--- src/rtl/upl_pkg.sv ---
package upl_pkg;
  typedef enum logic [1:0] {
    ST_IDLE = 2'b00,
    ST_DONE = 2'b01,
    ST_BUSY = 2'b10,
    ST_FAIL = 2'b11
  } upl_stat_e;

  typedef enum logic [1:0] {
    SQ_IDLE,
    SQ_REQ,
    SQ_WAIT
  } sq_state_e;

  localparam logic [1:0]  CMD_UPLOAD = 2'b11;
  localparam logic [15:0] END_MARK   = 16'hFFFF;
endpackage

--- src/rtl/upl_byte_fetch.sv ---
module upl_byte_fetch #(
  parameter int AW = 8,
  parameter int TW = 16
) (
  input  logic          clk,
  input  logic          rst,
  input  logic          start,
  input  logic [AW-1:0] addr_in,
  input  logic [TW-1:0] limit,
  input  logic          ack,
  input  logic          nack,
  input  logic [7:0]    data_in,
  output logic          req,
  output logic [AW-1:0] addr_out,
  output logic          done,
  output logic          err,
  output logic [7:0]    byte_out
);
  logic [TW-1:0] wait_cnt;

  always_ff @(posedge clk) begin
    if (rst) begin
      req      <= 1'b0;
      addr_out <= '0;
      done     <= 1'b0;
      err      <= 1'b0;
      byte_out <= '0;
      wait_cnt <= '0;
    end else begin
      done <= 1'b0;
      err  <= 1'b0;
      if (start) begin
        req      <= 1'b1;
        addr_out <= addr_in;
        wait_cnt <= '0;
      end else if (req) begin
        if (ack) begin
          req      <= 1'b0;
          done     <= 1'b1;
          byte_out <= data_in;
        end else if (nack || (wait_cnt >= limit)) begin
          req <= 1'b0;
          err <= 1'b1;
        end else begin
          wait_cnt <= wait_cnt + 1'b1;
        end
      end
    end
  end
endmodule

--- src/rtl/upl_sequencer.sv ---
module upl_sequencer
  import upl_pkg::*;
#(
  parameter int AW   = 8,
  parameter int NMEM = 2
) (
  input  logic            clk,
  input  logic            rst,
  input  logic            start_cmd,
  input  logic            fetch_done,
  input  logic            fetch_err,
  input  logic [7:0]      fetch_byte,
  output logic            fetch_start,
  output logic [AW-1:0]   fetch_addr,
  output logic [((NMEM > 1) ? $clog2(NMEM) : 1)-1:0] mem_sel,
  output logic            active,
  output logic [NMEM-1:0] ev_done,
  output logic [NMEM-1:0] ev_fail,
  output logic            rb_wr_en,
  output logic [15:0]     rb_addr,
  output logic [15:0]     rb_data
);
  localparam int MW = (NMEM > 1) ? $clog2(NMEM) : 1;

  sq_state_e     state;
  logic [AW-1:0] ptr;
  logic [1:0]    idx;
  logic [23:0]   shreg;
  logic          fin;
  logic          last_mem;

  assign fetch_start = (state == SQ_REQ);
  assign fetch_addr  = ptr;
  assign last_mem    = (mem_sel == MW'(NMEM - 1));
  assign fin = (state == SQ_WAIT) &&
               (fetch_err || (fetch_done && (idx == 2'd1) &&
                              ({shreg[7:0], fetch_byte} == END_MARK)));

  always_comb begin
    for (int m = 0; m < NMEM; m++) begin
      ev_done[m] = fin && !fetch_err && (mem_sel == MW'(m));
      ev_fail[m] = fin && fetch_err && (mem_sel == MW'(m));
    end
  end

  always_ff @(posedge clk) begin
    if (rst) begin
      state    <= SQ_IDLE;
      active   <= 1'b0;
      mem_sel  <= '0;
      ptr      <= '0;
      idx      <= '0;
      shreg    <= '0;
      rb_wr_en <= 1'b0;
      rb_addr  <= '0;
      rb_data  <= '0;
    end else begin
      rb_wr_en <= 1'b0;
      case (state)
        SQ_IDLE: begin
          if (start_cmd) begin
            active  <= 1'b1;
            mem_sel <= '0;
            ptr     <= '0;
            idx     <= '0;
            state   <= SQ_REQ;
          end
        end
        SQ_REQ: state <= SQ_WAIT;
        SQ_WAIT: begin
          if (fin) begin
            ptr <= '0;
            idx <= '0;
            if (last_mem) begin
              active <= 1'b0;
              state  <= SQ_IDLE;
            end else begin
              mem_sel <= mem_sel + MW'(1);
              state   <= SQ_REQ;
            end
          end else if (fetch_done) begin
            shreg <= {shreg[15:0], fetch_byte};
            ptr   <= ptr + 1'b1;
            idx   <= idx + 2'd1;
            state <= SQ_REQ;
            if (idx == 2'd3) begin
              rb_wr_en <= 1'b1;
              rb_addr  <= shreg[23:8];
              rb_data  <= {shreg[7:0], fetch_byte};
            end
          end
        end
        default: state <= SQ_IDLE;
      endcase
    end
  end
endmodule

--- src/rtl/upl_stat_latch.sv ---
module upl_stat_latch
  import upl_pkg::*;
(
  input  logic       clk,
  input  logic       rst,
  input  logic [1:0] live,
  input  logic       ev_done,
  input  logic       ev_fail,
  input  logic       rd_clr,
  output logic [1:0] field
);
  logic       hold_vld;
  logic [1:0] hold_code;

  always_ff @(posedge clk) begin
    if (rst) begin
      hold_vld  <= 1'b0;
      hold_code <= ST_IDLE;
    end else if (ev_fail) begin
      hold_vld  <= 1'b1;
      hold_code <= ST_FAIL;
    end else if (ev_done) begin
      hold_vld  <= 1'b1;
      hold_code <= ST_DONE;
    end else if (rd_clr) begin
      hold_vld <= 1'b0;
    end
  end

  assign field = hold_vld ? hold_code : live;
endmodule

--- src/rtl/cfg_upload_ctrl.sv ---
module cfg_upload_ctrl
  import upl_pkg::*;
#(
  parameter int AW = 8,
  parameter int TW = 16
) (
  input  logic          clk,
  input  logic          rst,
  input  logic          csr_wr_en,
  input  logic [15:0]   csr_wr_data,
  input  logic          csr_rd_en,
  output logic [15:0]   csr_rd_data,
  input  logic [TW-1:0] timeout_limit,
  output logic          br_req,
  output logic          br_mem_sel,
  output logic [AW-1:0] br_addr,
  input  logic          br_ack,
  input  logic          br_nack,
  input  logic [7:0]    br_data,
  output logic          rb_wr_en,
  output logic [15:0]   rb_addr,
  output logic [15:0]   rb_data
);
  localparam int NMEM = 2;

  logic            start_cmd;
  logic            fetch_start, fetch_done, fetch_err;
  logic [7:0]      fetch_byte;
  logic [AW-1:0]   fetch_addr;
  logic [0:0]      mem_sel;
  logic            seq_active;
  logic [NMEM-1:0] ev_done, ev_fail;
  logic [1:0]      field [NMEM];

  assign start_cmd  = csr_wr_en && (csr_wr_data[1:0] == CMD_UPLOAD);
  assign br_mem_sel = mem_sel[0];

  upl_sequencer #(.AW(AW), .NMEM(NMEM)) seq_i (
    .clk(clk), .rst(rst), .start_cmd(start_cmd),
    .fetch_done(fetch_done), .fetch_err(fetch_err), .fetch_byte(fetch_byte),
    .fetch_start(fetch_start), .fetch_addr(fetch_addr),
    .mem_sel(mem_sel), .active(seq_active),
    .ev_done(ev_done), .ev_fail(ev_fail),
    .rb_wr_en(rb_wr_en), .rb_addr(rb_addr), .rb_data(rb_data)
  );

  upl_byte_fetch #(.AW(AW), .TW(TW)) fetch_i (
    .clk(clk), .rst(rst), .start(fetch_start), .addr_in(fetch_addr),
    .limit(timeout_limit), .ack(br_ack), .nack(br_nack), .data_in(br_data),
    .req(br_req), .addr_out(br_addr), .done(fetch_done), .err(fetch_err),
    .byte_out(fetch_byte)
  );

  for (genvar g = 0; g < NMEM; g++) begin : g_stat
    logic [1:0] live;
    assign live = (seq_active && (mem_sel == 1'(g))) ? ST_BUSY : ST_IDLE;
    upl_stat_latch lat_i (
      .clk(clk), .rst(rst), .live(live),
      .ev_done(ev_done[g]), .ev_fail(ev_fail[g]),
      .rd_clr(csr_rd_en), .field(field[g])
    );
  end

  always_ff @(posedge clk) begin
    if (rst) begin
      csr_rd_data <= '0;
    end else if (csr_rd_en) begin
      csr_rd_data <= {10'd0, field[1], field[0],
                      seq_active ? CMD_UPLOAD : 2'b00};
    end
  end
endmodule

--- config.mk ---
export PLATFORM = sky130hd
export DESIGN_NAME = cfg_upload_ctrl
export DESIGN_NICKNAME = d
export VERILOG_FILES = /design/src/rtl/upl_pkg.sv /design/src/rtl/upl_byte_fetch.sv /design/src/rtl/upl_sequencer.sv /design/src/rtl/upl_stat_latch.sv /design/src/rtl/cfg_upload_ctrl.sv
export SDC_FILE = /design/constraint.sdc
export NUM_CORES = 1
export LEC_CHECK = 0
export ABC_AREA = 1
export BUFFER_PORTS_ARGS = -buffer_cell sky130_fd_sc_hd__clkbuf_2
export CORE_MARGIN = 10
export CORE_UTILIZATION = 32
export DETAILED_ROUTE_END_ITERATION = 16
export GPL_TIMING_DRIVEN = 0
export PLACE_DENSITY_LB_ADDON = 0.2
export SLEW_MARGIN = 20
export SYNTH_ARGS = -nofsm -noshare
export SYNTH_HDL_FRONTEND = slang
export SYNTH_SLANG_ARGS = --single-unit
--- constraint.sdc ---
create_clock -name clk -period 2.3 [get_ports clk]
set_input_delay 0.115 -clock clk [delete_from_list [all_inputs] [get_ports clk]]
set_output_delay 0.115 -clock clk [all_outputs]
set_load 0.05 [all_outputs]
## Word level (Yosys, flattened, before mapping)

Index checks and enable logic that the tools add are counted.
W data, S select, Z words.

| operators by class | value |
|---|---|
| add/subtract/negate cells | 4 |
| multiply operators | 0 |
| divide/modulo/power cells | 0 |
| order comparisons | 1 |
| eq/ne operators | 10 |
| shift-type cells | 0 |
| muxes and demuxes | 42 |
| bitwise logic cells | 8 |
| reduce and logical (&&, ||, !) cells | 33 |

Operators by type and width:

| kind | number |
|---|---|
| $mux W2 | 15 |
| $mux W8 | 3 |
| $mux W1 | 19 |
| $add A16 B1 Y16 const B | 1 |
| $eq A16 B16 Y1 const B | 1 |
| $ge A16 B16 Y1 | 1 |
| $pmux W8 S2 | 1 |
| $reduce_and A3 Y1 | 5 |
| $logic_and A1 B1 Y1 | 12 |
| $add A8 B1 Y8 const B | 1 |
| $not A1 Y1 | 8 |
| $reduce_and A4 Y1 | 2 |
| $reduce_or A4 Y1 | 2 |
| $eq A2 B2 Y1 const B | 3 |
| $ne A2 B1 Y1 const B | 3 |
| $pmux W2 S3 | 1 |
| $reduce_bool A2 Y1 | 3 |
| $reduce_bool A3 Y1 | 2 |
| $eq A2 B1 Y1 const B | 2 |
| $pmux W1 S2 | 2 |
| $pmux W2 S2 | 1 |
| $ne A3 B1 Y1 const B | 1 |
| $reduce_or A3 Y1 | 1 |
| $add A2 B1 Y2 const B | 1 |
| other kinds (6) | 7 |

| storage, ports and cells | value |
|---|---|
| bits in registers | 118 |
| latch bits | 0 |
| bits in writable memories | 0 |
| memory bits (read-only) | 0 |
| input bits | 46 |
| output and inout port bits | 59 |
| logic and storage cells | 118 |
| memories kept | 0 |

## Longest topological paths before layout

| logic depth | value |
|---|---|
| depth after elaboration | 9 |
| mapped depth | 13 |
| mapped depth without buffers | 12 |

## Hierarchy

From an unflattened synthesis, not the netlist that was laid out.

| unflattened totals | value |
|---|---|
| cells, all modules | 806 |
| area total of the unflattened synthesis | 5650.4 um^2 |

Modules (own cells, without submodules):

| module | times used | cells each | area each (um^2) | sequential area each (um^2) |
|---|---|---|---|---|
| upl_sequencer | 1 | 416 | 2985.4 | 1421.4 |
| upl_byte_fetch | 1 | 306 | 2094.5 | 700.7 |
| cfg_upload_ctrl | 1 | 48 | 325.3 | 100.1 |
| upl_stat_latch | 2 | 18 | 122.6 | 60.1 |

## Least setup slack after synthesis

Ideal clock, no wire load.

| timing path | value |
|---|---|
| kind | register to register |
| from | register fetch_i.wait_cnt[13] |
| to | register fetch_i.wait_cnt[10] |
| setup time | 0.132 ns |
| data arrival time | 1.574 ns |
| required time | 2.168 ns |
| slack | 0.594 ns |
| cell stages (with the launch flop) | 11 |
| path buffers | 1 |
| period minus slack after synthesis | 1.706 ns |
| cells stage by stage | dfxtp_1 -> ha_1 -> nand2_1 -> inv_1 -> o21bai_1 -> nand3_1 -> a21oi_4 -> nand3_4 -> buf_4 -> nand2_1 -> a21oi_1 |

| between the ends | value |
|---|---|
| longest elaborated chain between the ends | 4 |

RTL lines:

| item | RTL line | RTL |
|---|---|---|
| start, declared | upl_byte_fetch.sv:19 | `logic [TW-1:0] wait_cnt;` |
| start signal, assigned | upl_byte_fetch.sv:45 | `wait_cnt <= wait_cnt + 1'b1;` |
| $ge A16 B16 Y1 | upl_byte_fetch.sv:41 | `end else if (nack \|\| (wait_cnt >= limit)) begin` |
| $logic_or A1 B1 Y1 | upl_byte_fetch.sv:41 |  |
| $not A1 Y1 (no source line) | - |  |
| $reduce_and A3 Y1 (no source line) | - |  |

Every way passes these cells.
A chain may end at the register's enable or synchronous reset.

## Worst setup path in the final report

| timing path | value |
|---|---|
| from | register fetch_i.wait_cnt[13] |
| to | register fetch_i.wait_cnt[11] |

Same word-level chain as after synthesis.

==> results.yml <==
status:
  status: "completed"
timing:
  max_freq_mhz: 477
  rsz0062_at_grt: "no"
  tns_ns: 0
  post-route-min-period_ns: 2.10
  relSlewSlack: 0.581
  post-route-period-util: 0.911
  hold_viol: 0
  maxSlewViolCount: 0
  finalSetupViolCount: 0
  finalClockSkew_ns: 0.0100
  tightestPinTransition_ns: 0.629
synthesis:
  syn_area_um2: 5470
  synth_cell_type_count: 33
  ys_async_sr_fraction: 0
  yosysSeqAreaShare: 0.428
  yosys_warnings: 0
  syn_inst: 737
  syn_area_per_cell_um2: 7.42
  synth_edf_count: 0
  synth_flop_cell: "dfxtp_1"
  synth-seq-cells: 117
pwr:
  leakagePower_nw: 2.98
  ir_drop_uv: 544
  powerDensity_nw_per_um2: 754
die:
  die_y_um: 151
  ioPinCount: 105
  initial_utilization: 0.329
  die_w_um: 151
  num_rows: 47
  core_area_um2: 16600
  dieArea_um2: 22700
setup_path:
  path_cells: "ha_1 > nand2_1 > inv_1 > o21bai_1 > nand3_1 > a21oi_4 > nand3_4 > buf_4 > nand2_1 > a21oi_1"
  crit_fanout: 10
  start_kind: "flip-flop"
  slowest_delay_ns: 0.46
  endpoint_kind: "flip-flop"
  critPathLaunch: "fetch_i.wait_cnt[13]"
  worstSetupPathType: "flip-flop to flip-flop"
  reg2reg_to: "fetch_i.wait_cnt[11]"
  r2r_setup_slack_ns: 0.20
  cp_slowest_cell: "dfxtp_1"
  arrival_ns: 2.37
  endpoint: "fetch_i.wait_cnt[11]"
  r2r_cells: 10
  crit_required_ns: 2.57
  crit_top_cell: "nand2_1"
  r2r_start: "fetch_i.wait_cnt[13]"
finish:
  n_antenna_cell: 0
  area_growth_syn_to_layout_pct: 25.8
  nNetsFinal: 919
  final_cell_mix: "nand2_1, dfxtp_1, nor2_1"
  drive_above_1_share: 0.178
  fin_cells: 1086
  final_common_cell: "nand2_1"
clocking:
  cts.htree.levels: 4
  clkTransAtPathRegs_ns: 0.05
  root_buffer: "clkbuf_16"
  cts_sinks: 117
  clock_latency_ns: 0.42
  cts_setup_buffers: 0
  cts.path.max_buffers: 2
  cts_tree: "yes"
  numCtsBuffers: 17
placed_design:
  post-dp-hpwl_um: 11100
  gp_congestion: 0.840
  io_buffers: 79
  dp_cells: 1045
route:
  ant_nets: 0
  firstDrtPassIters: 5
  routed_wl_um: 14900
  routed-via-count: 4942
  post_drt_via_cell_ratio: 4.55
  wl_per_cell_um: 13.7
  drtIter0Drc: 266
  drc: 0
grt:
  overflow: 0
  grt_pass1_wl_um: 24100
  grt_pass1_vias: 4746
  grt_usage: 0.133
  antenna_found_initial: 1
  grt_max_degree: 17
flow_run:
  max_cap_viol_count: 0
min_path:
  hold_path.class: "input pin to flip-flop"
[worst min-delay path by stage]
stage                    start                   to  slack, ns  depth (start not counted)
floorplan            csr_rd_en       csr_rd_data[1]       0.21                          1
global placement    br_data[3]  fetch_i.byte_out[3]       0.37                          3
detailed placement  br_data[3]  fetch_i.byte_out[3]       0.38                          3
CTS                        rst       seq_i.shreg[1]       0.02                          2
global route               rst       seq_i.shreg[2]       0.05                          2
finish                     rst       seq_i.shreg[1]       0.03                          2
[area by class of cell]
cell class                 instances  area [µm²]
tap                              220         275
fill                            1758        9760
multi-input combinational        525        2660
sequential                       117        2340
timing repair buffer              88         485
inverter                          62         235
buffer                            42         269
clock inverter                    10         153
clock buffer                      22         464
[report_power, final]
part           internal, W  switching [W]  leakage (nW)
Clock              0.00186       0.000919         0.304
Combinational    0.0000992       0.000241          1.73
Sequential         0.00205      0.0000176         0.944
Total              0.00401        0.00118          2.98
[state kept, by name, indices dropped and copies added, names as in the netlist, 2 cells and up]
signal	flops
csr_rd_data	5
fetch_i.byte_out	8
seq_i.shreg	24
seq_i.fetch_addr	8
seq_i.rb_data	16
seq_i.state	2
g_stat.lat_i.hold_vld	2
seq_i.idx	2
seq_i.rb_addr	16
fetch_i.addr_out	8
fetch_i.wait_cnt	16
g_stat.lat_i.hold_code	4
[routing by layer]
metal	vias to the layer above	wire length, µm	track usage	part of all wire
met4	2	193	0.0462	0.013
met1	2192	7170	0.168	0.48
met3	18	856	0.0405	0.058
met5	-	7	0	0.00047
li1	2632	-	-	-
met2	98	6630	0.211	0.45
[stage by stage]
step | instance area (µm²) | utilization | worst slack, ns | hold slack [ns] | total power (W)
finish | 6880 | 0.413 | 0.205 | 0.0338 | 0.00519
CTS | 6880 | 0.413 | 0.220 | 0.0196 | 0.00523
floorplan | 5500 | - | 0.594 | 0.214 | 0.00234
global placement | 6170 | 0.371 | 0.219 | 0.367 | 0.00244
global route | 6880 | 0.413 | 0.0197 | 0.0498 | 0.00537
detailed placement | 6170 | 0.371 | 0.229 | 0.378 | 0.00244
[repair_timing]
item | 4_1_cts | 5_1_grt
endpoints found under the setup margin | 0 | 0
endpoints found under the hold margin | 9 | 0
hold buffers | 9 | 0
resized for setup | 0 | 0
[cell families (layout without fill, tap and decap cells)]
kind of cell,count (synthesis),in the layout,synth area share
simple gates,379,379,0.311
flops,117,117,0.428
buf+inv,104,224,0.0922
compound gates,102,102,0.0993
fa+ha+maj,20,20,0.0458
xor+xnor,14,14,0.0224
other cells,1,10,0.000686
[synth_stat cells (2+ instances only)]
cell | count | area share
nor3_1 | 6 | 0.0055
nor2_4 | 3 | 0.0062
ha_1 | 20 | 0.046
buf_2 | 5 | 0.0046
buf_1 | 2 | 0.0014
nor2_1 | 83 | 0.057
clkbuf_1 | 12 | 0.0082
a21oi_4 | 2 | 0.0059
nor2_2 | 2 | 0.0023
dfxtp_1 | 117 | 0.43
o21ai_0 | 24 | 0.022
buf_4 | 18 | 0.025
a21oi_1 | 71 | 0.065
xor2_1 | 7 | 0.011
buf_6 | 5 | 0.010
nand2_2 | 5 | 0.0057
nand3_1 | 69 | 0.063
nand2_1 | 176 | 0.12
nand4_1 | 29 | 0.033
xnor2_1 | 7 | 0.011
nand3_4 | 2 | 0.0064
o21bai_1 | 2 | 0.0027
inv_1 | 60 | 0.041
[worst max-delay path, delay by kind of cell, from the launching register on]
family	cells	cell delay [ns]
compound gates	3	0.51
fa+ha+maj	1	0.30
buf+inv	2	0.24
flops	1	0.46
simple gates	4	0.44
No activity file was read; power rests on OpenSTA's default activity.
